$ cat config.mk
export PLATFORM = sky130hd
export DESIGN_NAME = msi_dir_parent
export DESIGN_NICKNAME = d
export VERILOG_FILES = /design/src/rtl/msi_dir_pkg.sv /design/src/rtl/msi_dir_ctrl.sv /design/src/rtl/msi_dir_dpath.sv /design/src/rtl/msi_dir_parent.sv
export SDC_FILE = /design/constraint.sdc
export NUM_CORES = 1
export LEC_CHECK = 0
export BUFFER_PORTS_ARGS = -buffer_cell sky130_fd_sc_hd__buf_2
export CAP_MARGIN = 10
export CORE_ASPECT_RATIO = 1.1
export CORE_MARGIN = 5
export CORE_UTILIZATION = 60
export CTS_CLUSTER_DIAMETER = 80
export DETAILED_ROUTE_END_ITERATION = 8
export PLACE_DENSITY = 0.81
export SYNTH_ARGS = -nofsm -noshare
export SYNTH_HDL_FRONTEND = slang
export SYNTH_HIERARCHICAL = 1
export SYNTH_SLANG_ARGS = --single-unit
$ cat constraint.sdc
create_clock -name clk -period 9.5 [get_ports clk]
set_input_delay 1.425 -clock clk [delete_from_list [all_inputs] [get_ports clk]]
set_output_delay 1.425 -clock clk [all_outputs]
set_load 0.03 [all_outputs]
$ cat src/rtl/msi_dir_pkg.sv
package msi_dir_pkg;

  typedef enum logic [1:0] {
    ST_I = 2'd0,
    ST_S = 2'd1,
    ST_M = 2'd2
  } msi_t;

  // index width able to name up to 16 children
  localparam int KID_W = 4;
  typedef logic [KID_W-1:0] kid_t;

  // strobes from control to datapath for one cycle
  typedef struct packed {
    logic takeRsp;
    kid_t rspKid;
    logic grant;
    logic down;
    kid_t downKid;
    msi_t downTo;
  } dir_strobe_t;

  // two holders may coexist unless one of them is M and the other is not I
  function automatic logic compatible(msi_t a, msi_t b);
    return !((a == ST_M && b != ST_I) || (b == ST_M && a != ST_I));
  endfunction

endpackage

$ cat src/rtl/msi_dir_ctrl.sv
module msi_dir_ctrl
  import msi_dir_pkg::*;
#(
  parameter int N = 3
) (
  input  logic        clk,
  input  logic        rstN,
  input  logic [N-1:0] reqValid,
  input  msi_t        reqState [N],
  input  logic [N-1:0] rspValid,
  input  msi_t        lineDir  [N],
  input  logic [N-1:0] lineWait,
  output kid_t        selKid,
  output dir_strobe_t strb,
  output logic [N-1:0] reqReady,
  output logic [N-1:0] rspReady
);

  kid_t         ptr;
  kid_t         rspKid;
  kid_t         downKid;
  logic         reqAny, rspAny, ownWait, downAny;
  msi_t         want;
  logic [N-1:0] conflict;

  // selection: lowest-index response, round-robin request
  always_comb begin : pick
    rspAny = 1'b0;
    rspKid = '0;
    for (int i = 0; i < N; i++) begin
      if (rspValid[i] && !rspAny) begin
        rspAny = 1'b1;
        rspKid = kid_t'(i);
      end
    end
    reqAny = 1'b0;
    selKid = '0;
    want   = ST_I;
    for (int k = 0; k < N; k++) begin
      for (int j = 0; j < N; j++) begin
        if (!reqAny && reqValid[j] && j == (int'(ptr) + k) % N) begin
          reqAny = 1'b1;
          selKid = kid_t'(j);
          want   = reqState[j];
        end
      end
    end
  end

  // decision on the selected request against its line's directory
  always_comb begin : decide
    ownWait  = 1'b0;
    conflict = '0;
    for (int i = 0; i < N; i++) begin
      if (kid_t'(i) == selKid) ownWait = lineWait[i];
      else conflict[i] = !compatible(lineDir[i], want);
    end
    downAny = 1'b0;
    downKid = '0;
    for (int i = 0; i < N; i++) begin
      if (conflict[i] && !lineWait[i] && !downAny) begin
        downAny = 1'b1;
        downKid = kid_t'(i);
      end
    end
    strb.takeRsp = rspAny;
    strb.rspKid  = rspKid;
    strb.grant   = !rspAny && reqAny && (conflict == '0) && !ownWait;
    strb.down    = !rspAny && reqAny && downAny;
    strb.downKid = downKid;
    strb.downTo  = (want == ST_M) ? ST_I : ST_S;
    for (int i = 0; i < N; i++) begin
      reqReady[i] = strb.grant && (selKid == kid_t'(i));
      rspReady[i] = rspAny && (rspKid == kid_t'(i));
    end
  end

  always_ff @(posedge clk) begin
    if (!rstN) ptr <= '0;
    else if (strb.grant) ptr <= (selKid == kid_t'(N - 1)) ? '0 : selKid + kid_t'(1);
  end

endmodule

$ cat src/rtl/msi_dir_dpath.sv
module msi_dir_dpath
  import msi_dir_pkg::*;
#(
  parameter int N  = 3,
  parameter int AW = 2,
  parameter int DW = 8,
  parameter int CW = 2
) (
  input  logic          clk,
  input  logic          rstN,
  input  dir_strobe_t   strb,
  input  kid_t          selKid,
  input  logic [AW-1:0] reqAddr  [N],
  input  msi_t          reqState [N],
  input  logic [AW-1:0] rspAddr  [N],
  input  msi_t          rspState [N],
  input  logic [DW-1:0] rspData  [N],
  output msi_t          lineDir  [N],
  output logic [N-1:0]  lineWait,
  output logic          grantValid,
  output logic [CW-1:0] grantChild,
  output logic [AW-1:0] grantAddr,
  output logic [1:0]    grantState,
  output logic          grantHasData,
  output logic [DW-1:0] grantData,
  output logic          downValid,
  output logic [CW-1:0] downChild,
  output logic [AW-1:0] downAddr,
  output logic [1:0]    downState
);

  localparam int LINES = 1 << AW;

  logic [DW-1:0] lineData [LINES];
  msi_t          dirMem   [LINES][N];
  logic          waitMem  [LINES][N];

  logic [AW-1:0] ra, pa;
  msi_t          ry, ps;
  logic [DW-1:0] pd;
  logic          reqWasI, rspWasM;

  always_comb begin : reqSide
    ra = '0;
    ry = ST_I;
    for (int i = 0; i < N; i++) begin
      if (kid_t'(i) == selKid) begin
        ra = reqAddr[i];
        ry = reqState[i];
      end
    end
    reqWasI = 1'b0;
    for (int i = 0; i < N; i++) begin
      lineDir[i]  = dirMem[ra][i];
      lineWait[i] = waitMem[ra][i];
      if (kid_t'(i) == selKid) reqWasI = (dirMem[ra][i] == ST_I);
    end
  end

  always_comb begin : rspSide
    pa = '0;
    ps = ST_I;
    pd = '0;
    for (int i = 0; i < N; i++) begin
      if (kid_t'(i) == strb.rspKid) begin
        pa = rspAddr[i];
        ps = rspState[i];
        pd = rspData[i];
      end
    end
    rspWasM = 1'b0;
    for (int i = 0; i < N; i++) begin
      if (kid_t'(i) == strb.rspKid) rspWasM = (dirMem[pa][i] == ST_M);
    end
  end

  always_ff @(posedge clk) begin
    if (!rstN) begin
      for (int a = 0; a < LINES; a++) begin
        lineData[a] <= '0;
        for (int i = 0; i < N; i++) begin
          dirMem[a][i]  <= ST_I;
          waitMem[a][i] <= 1'b0;
        end
      end
      grantValid   <= 1'b0;
      grantChild   <= '0;
      grantAddr    <= '0;
      grantState   <= '0;
      grantHasData <= 1'b0;
      grantData    <= '0;
      downValid    <= 1'b0;
      downChild    <= '0;
      downAddr     <= '0;
      downState    <= '0;
    end else begin
      grantValid <= strb.grant;
      downValid  <= strb.down;
      if (strb.grant) begin
        grantChild   <= CW'(selKid);
        grantAddr    <= ra;
        grantState   <= ry;
        grantHasData <= reqWasI;
        grantData    <= reqWasI ? lineData[ra] : '0;
        for (int i = 0; i < N; i++)
          if (kid_t'(i) == selKid) dirMem[ra][i] <= ry;
      end
      if (strb.down) begin
        downChild <= CW'(strb.downKid);
        downAddr  <= ra;
        downState <= strb.downTo;
        for (int i = 0; i < N; i++)
          if (kid_t'(i) == strb.downKid) waitMem[ra][i] <= 1'b1;
      end
      if (strb.takeRsp) begin
        if (rspWasM) lineData[pa] <= pd;
        for (int i = 0; i < N; i++) begin
          if (kid_t'(i) == strb.rspKid) begin
            dirMem[pa][i]  <= ps;
            waitMem[pa][i] <= 1'b0;
          end
        end
      end
    end
  end

endmodule

$ cat src/rtl/msi_dir_parent.sv
module msi_dir_parent
  import msi_dir_pkg::*;
#(
  parameter int N  = 3,
  parameter int AW = 2,
  parameter int DW = 8,
  localparam int CW = (N > 1) ? $clog2(N) : 1
) (
  input  logic            clk,
  input  logic            rstN,
  input  logic [N-1:0]    childReqValid,
  output logic [N-1:0]    childReqReady,
  input  logic [N*AW-1:0] childReqAddr,
  input  logic [N*2-1:0]  childReqState,
  input  logic [N-1:0]    childRspValid,
  output logic [N-1:0]    childRspReady,
  input  logic [N*AW-1:0] childRspAddr,
  input  logic [N*2-1:0]  childRspState,
  input  logic [N*DW-1:0] childRspData,
  output logic            grantValid,
  output logic [CW-1:0]   grantChild,
  output logic [AW-1:0]   grantAddr,
  output logic [1:0]      grantState,
  output logic            grantHasData,
  output logic [DW-1:0]   grantData,
  output logic            downValid,
  output logic [CW-1:0]   downChild,
  output logic [AW-1:0]   downAddr,
  output logic [1:0]      downState
);

  logic [AW-1:0] reqAddrA [N];
  msi_t          reqStateA[N];
  logic [AW-1:0] rspAddrA [N];
  msi_t          rspStateA[N];
  logic [DW-1:0] rspDataA [N];
  msi_t          lineDir  [N];
  logic [N-1:0]  lineWait;
  kid_t          selKid;
  dir_strobe_t   strb;

  for (genvar g = 0; g < N; g++) begin : g_unpack
    assign reqAddrA[g]  = childReqAddr[g*AW +: AW];
    assign reqStateA[g] = msi_t'(childReqState[g*2 +: 2]);
    assign rspAddrA[g]  = childRspAddr[g*AW +: AW];
    assign rspStateA[g] = msi_t'(childRspState[g*2 +: 2]);
    assign rspDataA[g]  = childRspData[g*DW +: DW];
  end

  msi_dir_ctrl #(.N(N)) u_ctrl (
    .clk      (clk),
    .rstN     (rstN),
    .reqValid (childReqValid),
    .reqState (reqStateA),
    .rspValid (childRspValid),
    .lineDir  (lineDir),
    .lineWait (lineWait),
    .selKid   (selKid),
    .strb     (strb),
    .reqReady (childReqReady),
    .rspReady (childRspReady)
  );

  msi_dir_dpath #(.N(N), .AW(AW), .DW(DW), .CW(CW)) u_dpath (
    .clk          (clk),
    .rstN         (rstN),
    .strb         (strb),
    .selKid       (selKid),
    .reqAddr      (reqAddrA),
    .reqState     (reqStateA),
    .rspAddr      (rspAddrA),
    .rspState     (rspStateA),
    .rspData      (rspDataA),
    .lineDir      (lineDir),
    .lineWait     (lineWait),
    .grantValid   (grantValid),
    .grantChild   (grantChild),
    .grantAddr    (grantAddr),
    .grantState   (grantState),
    .grantHasData (grantHasData),
    .grantData    (grantData),
    .downValid    (downValid),
    .downChild    (downChild),
    .downAddr     (downAddr),
    .downState    (downState)
  );

endmodule

==> metrics.txt <==
type of origin of the critical path=flop; CP most frequent cell=ha_1; most frequent cells in the layout=129 x nand2_1, 84 x buf_2, 56 x edfxtp_1; first-pass GRT wire length=between 30 and 40 mm; Slew Viols, Final=0; commonest non-fill, non-tap cell in the layout=nand2_1; max-cap violation count=0; die height=roughly 130 µm; clk sink count=94; Core Region=0.0125 mm²; Hold Path Class=reg2reg; number of detailed-route iterations in the first pass=6; largest net degree at the start of global routing=between 40 and 50; Max-Slew Margin vs Limit=21.2%; ys async rst share=0%; Detailed Route Iter0 Violations=967; RSZ-0062 raised after global routing=false; FF+latch count, synth=94; maximum vdd drop=0.171 mV; DRC viols=0; final worst path period need=8.94 ns; P&R area growth vs syn=9.11%; endpoints failing hold=0; Pwr Density=197 mW/mm²; Routability Congestion=roughly 0.93; synth top area cells=edfxtp_1 22%, dfxtp_1 10%, nand2_1 6.4%, mux2i_1 6.2%, ha_1 3.1%; dpl hpwl=15.6 mm; Synth Cell Area=0.00762 mm²; Setup CP Type=reg2out; number of synthesized flops with an enable pin=56; Worst path max stage delay=0.62 ns; Worst Tran Pin Value=1.17 ns; gr ovfl total=0; Final Setup Violations=0; wire per inst=19.7 µm; distinct cell type count after synthesis=~110; CTS Buf Count=9; CP Max Fanout=21; CTS clk-pin slew, worst paths=0.07 ns; Skew-Pair Late Insertion Delay=0.34 ns; Slowest-stage cell, CP=dfxtp_1; vias post-DR=around 7300; critical path data required time=8.08 ns; Ant. Diodes=0; setup TNS=0 ns; I/O Buffers=84; Layout Cells excl Fill=between 1000 and 1500; status=finished clean; gr usage total=27.7%; Initial Utilization=60.8%; Routed Antenna Nets=0; Final #Nets=1009; Die Span X=~120 µm; Tcrit/Tclk final=94.1%; Critical Path AT=7.52 ns; Yosys warning total=6; vias in the first global route=6810; CTS Buffer Depth=2; FMAX=0.112 GHz; Pleak=3.10 nW; average cell area after synthesis=8.59 µm²; Die ar.=0.0151 mm²; clk_skew=0.0133 ns; Yosys top cell by area=edfxtp_1; H-tree levels=3; top cell type's share of synthesized area=22.1%; CTS tree=built; vias per cell=~6.6; main flop type after synthesis=edfxtp_1; Post-Route WL=21.6 mm; Post CTS Setup Buffer Count=0; # rows=43; I/O pins=85; initial antenna violation count=0; Worst Setup End Kind=output port; # placed instances=about 1100; clock root buffer=clkbuf_16; share of layout cells above drive strength 1=around 20%; sequential share of the synthesized area=32.0%; Syn Inst Count=887
## registers in the layout, indices dropped and copies added (netlist names)
register,cells
u_dpath/grantValid,1
u_dpath/downState,2
u_dpath/downAddr,2
u_dpath/grantData,8
u_dpath/waitMem,12
u_dpath/lineData,32
u_dpath/downChild,2
u_dpath/grantChild,2
u_ctrl/ptr,3
u_dpath/grantState,2
u_dpath/grantAddr,2
u_dpath/grantHasData,1
u_dpath/dirMem,24
u_dpath/downValid,1
## kinds of logic after synthesis
family                   after synthesis  share of synthesized area (%)
multiplexers                          51                           6.96
flip-flops                            94                           32.0
AO/OA/AOI/OAI                        240                           24.2
other                                  1                         0.0492
AND/OR/NAND/NOR                      383                           26.5
XOR/XNOR                               4                          0.657
buffers and inverters                 95                           6.45
adder cells (fa/ha/maj)               19                           3.12
## through the flow
stage / total power, mW / util (%) / worst slack, ns / cell area, µm² / hold slack [ns]
after floorplan: 1.07 / - / 1.56 / 7640 / 0.483
after global placement: 1.21 / 63.6 / 0.889 / 7980 / 0.454
after detailed placement: 1.22 / 63.6 / 0.598 / 7980 / 0.457
after CTS: 1.61 / 66.2 / 0.357 / 8290 / 0.479
after global routing: 1.72 / 66.3 / 0.000597 / 8320 / 0.503
final: 1.64 / 66.3 / 0.559 / 8320 / 0.475
## layer usage
metal  vias to the layer above  wire length (µm)  GRT usage [%]
met2                       414             10100           46.9
met3                        38              2070           4.59
met5                         -                 0              0
met1                      3394              8980           37.2
met4                         0               437           6.68
li1                       3408                 -              -
## synthesized netlist by cell type, types with 27 or more instances
master,instances
a21oi_1,32
clkbuf_1,28
dfxtp_1,38
edfxtp_1,56
mux2i_1,47
nand2_1,130
nand3_1,29
nor2_1,48
nor2b_1,27
nor3_1,44
o21ai_0,44
## worst paths after layout
check                                    startpoint                                 to  slack (ns)  cells past startpoint
setup reg to reg         u_ctrl/ptr[2]$_SDFFE_PN0P_     u_dpath/dirMem[3][5]$_DFFE_PP_        0.72                     33
setup / recovery         u_ctrl/ptr[2]$_SDFFE_PN0P_                   childReqReady[2]        0.56                     29
hold reg to reg   u_dpath/grantData[0]$_SDFFE_PN0P_  u_dpath/grantData[0]$_SDFFE_PN0P_        0.48                      2
hold / removal    u_dpath/grantData[0]$_SDFFE_PN0P_  u_dpath/grantData[0]$_SDFFE_PN0P_        0.48                      2
## cell type report
class | count | area [µm²]
clock buffer | 9 | 225
sequential | 94 | 2440
clock inverter | 7 | 93.8
tap | 157 | 196
inverter | 27 | 104
fill | 1019 | 4220
multi-input combinational | 705 | 4740
timing repair buffer | 97 | 518
## worst max-delay path: cells and delay by family (launching register included)
kind / cells / cell delay (ns)
compound gates: 12 / 2.73
fa+ha+maj: 4 / 1.31
simple gates: 8 / 1.19
buf+inv: 4 / 0.83
flops: 1 / 0.62
mux: 1 / 0.45
## repair_timing
| action | in CTS | in global routing |
|---|---|---|
| hold buffers | 0 | 0 |
| gates resized for setup | 0 | 4 |
| endpoints found under the setup margin | 0 | 30 |
## where the power goes
group | total, mW | switching, mW | internal, mW
clock network | 0.388 | 0.157 | 0.231
registers | 0.463 | 0.0151 | 0.448
logic | 0.783 | 0.505 | 0.279
Power figures use the tool's default switching activity.
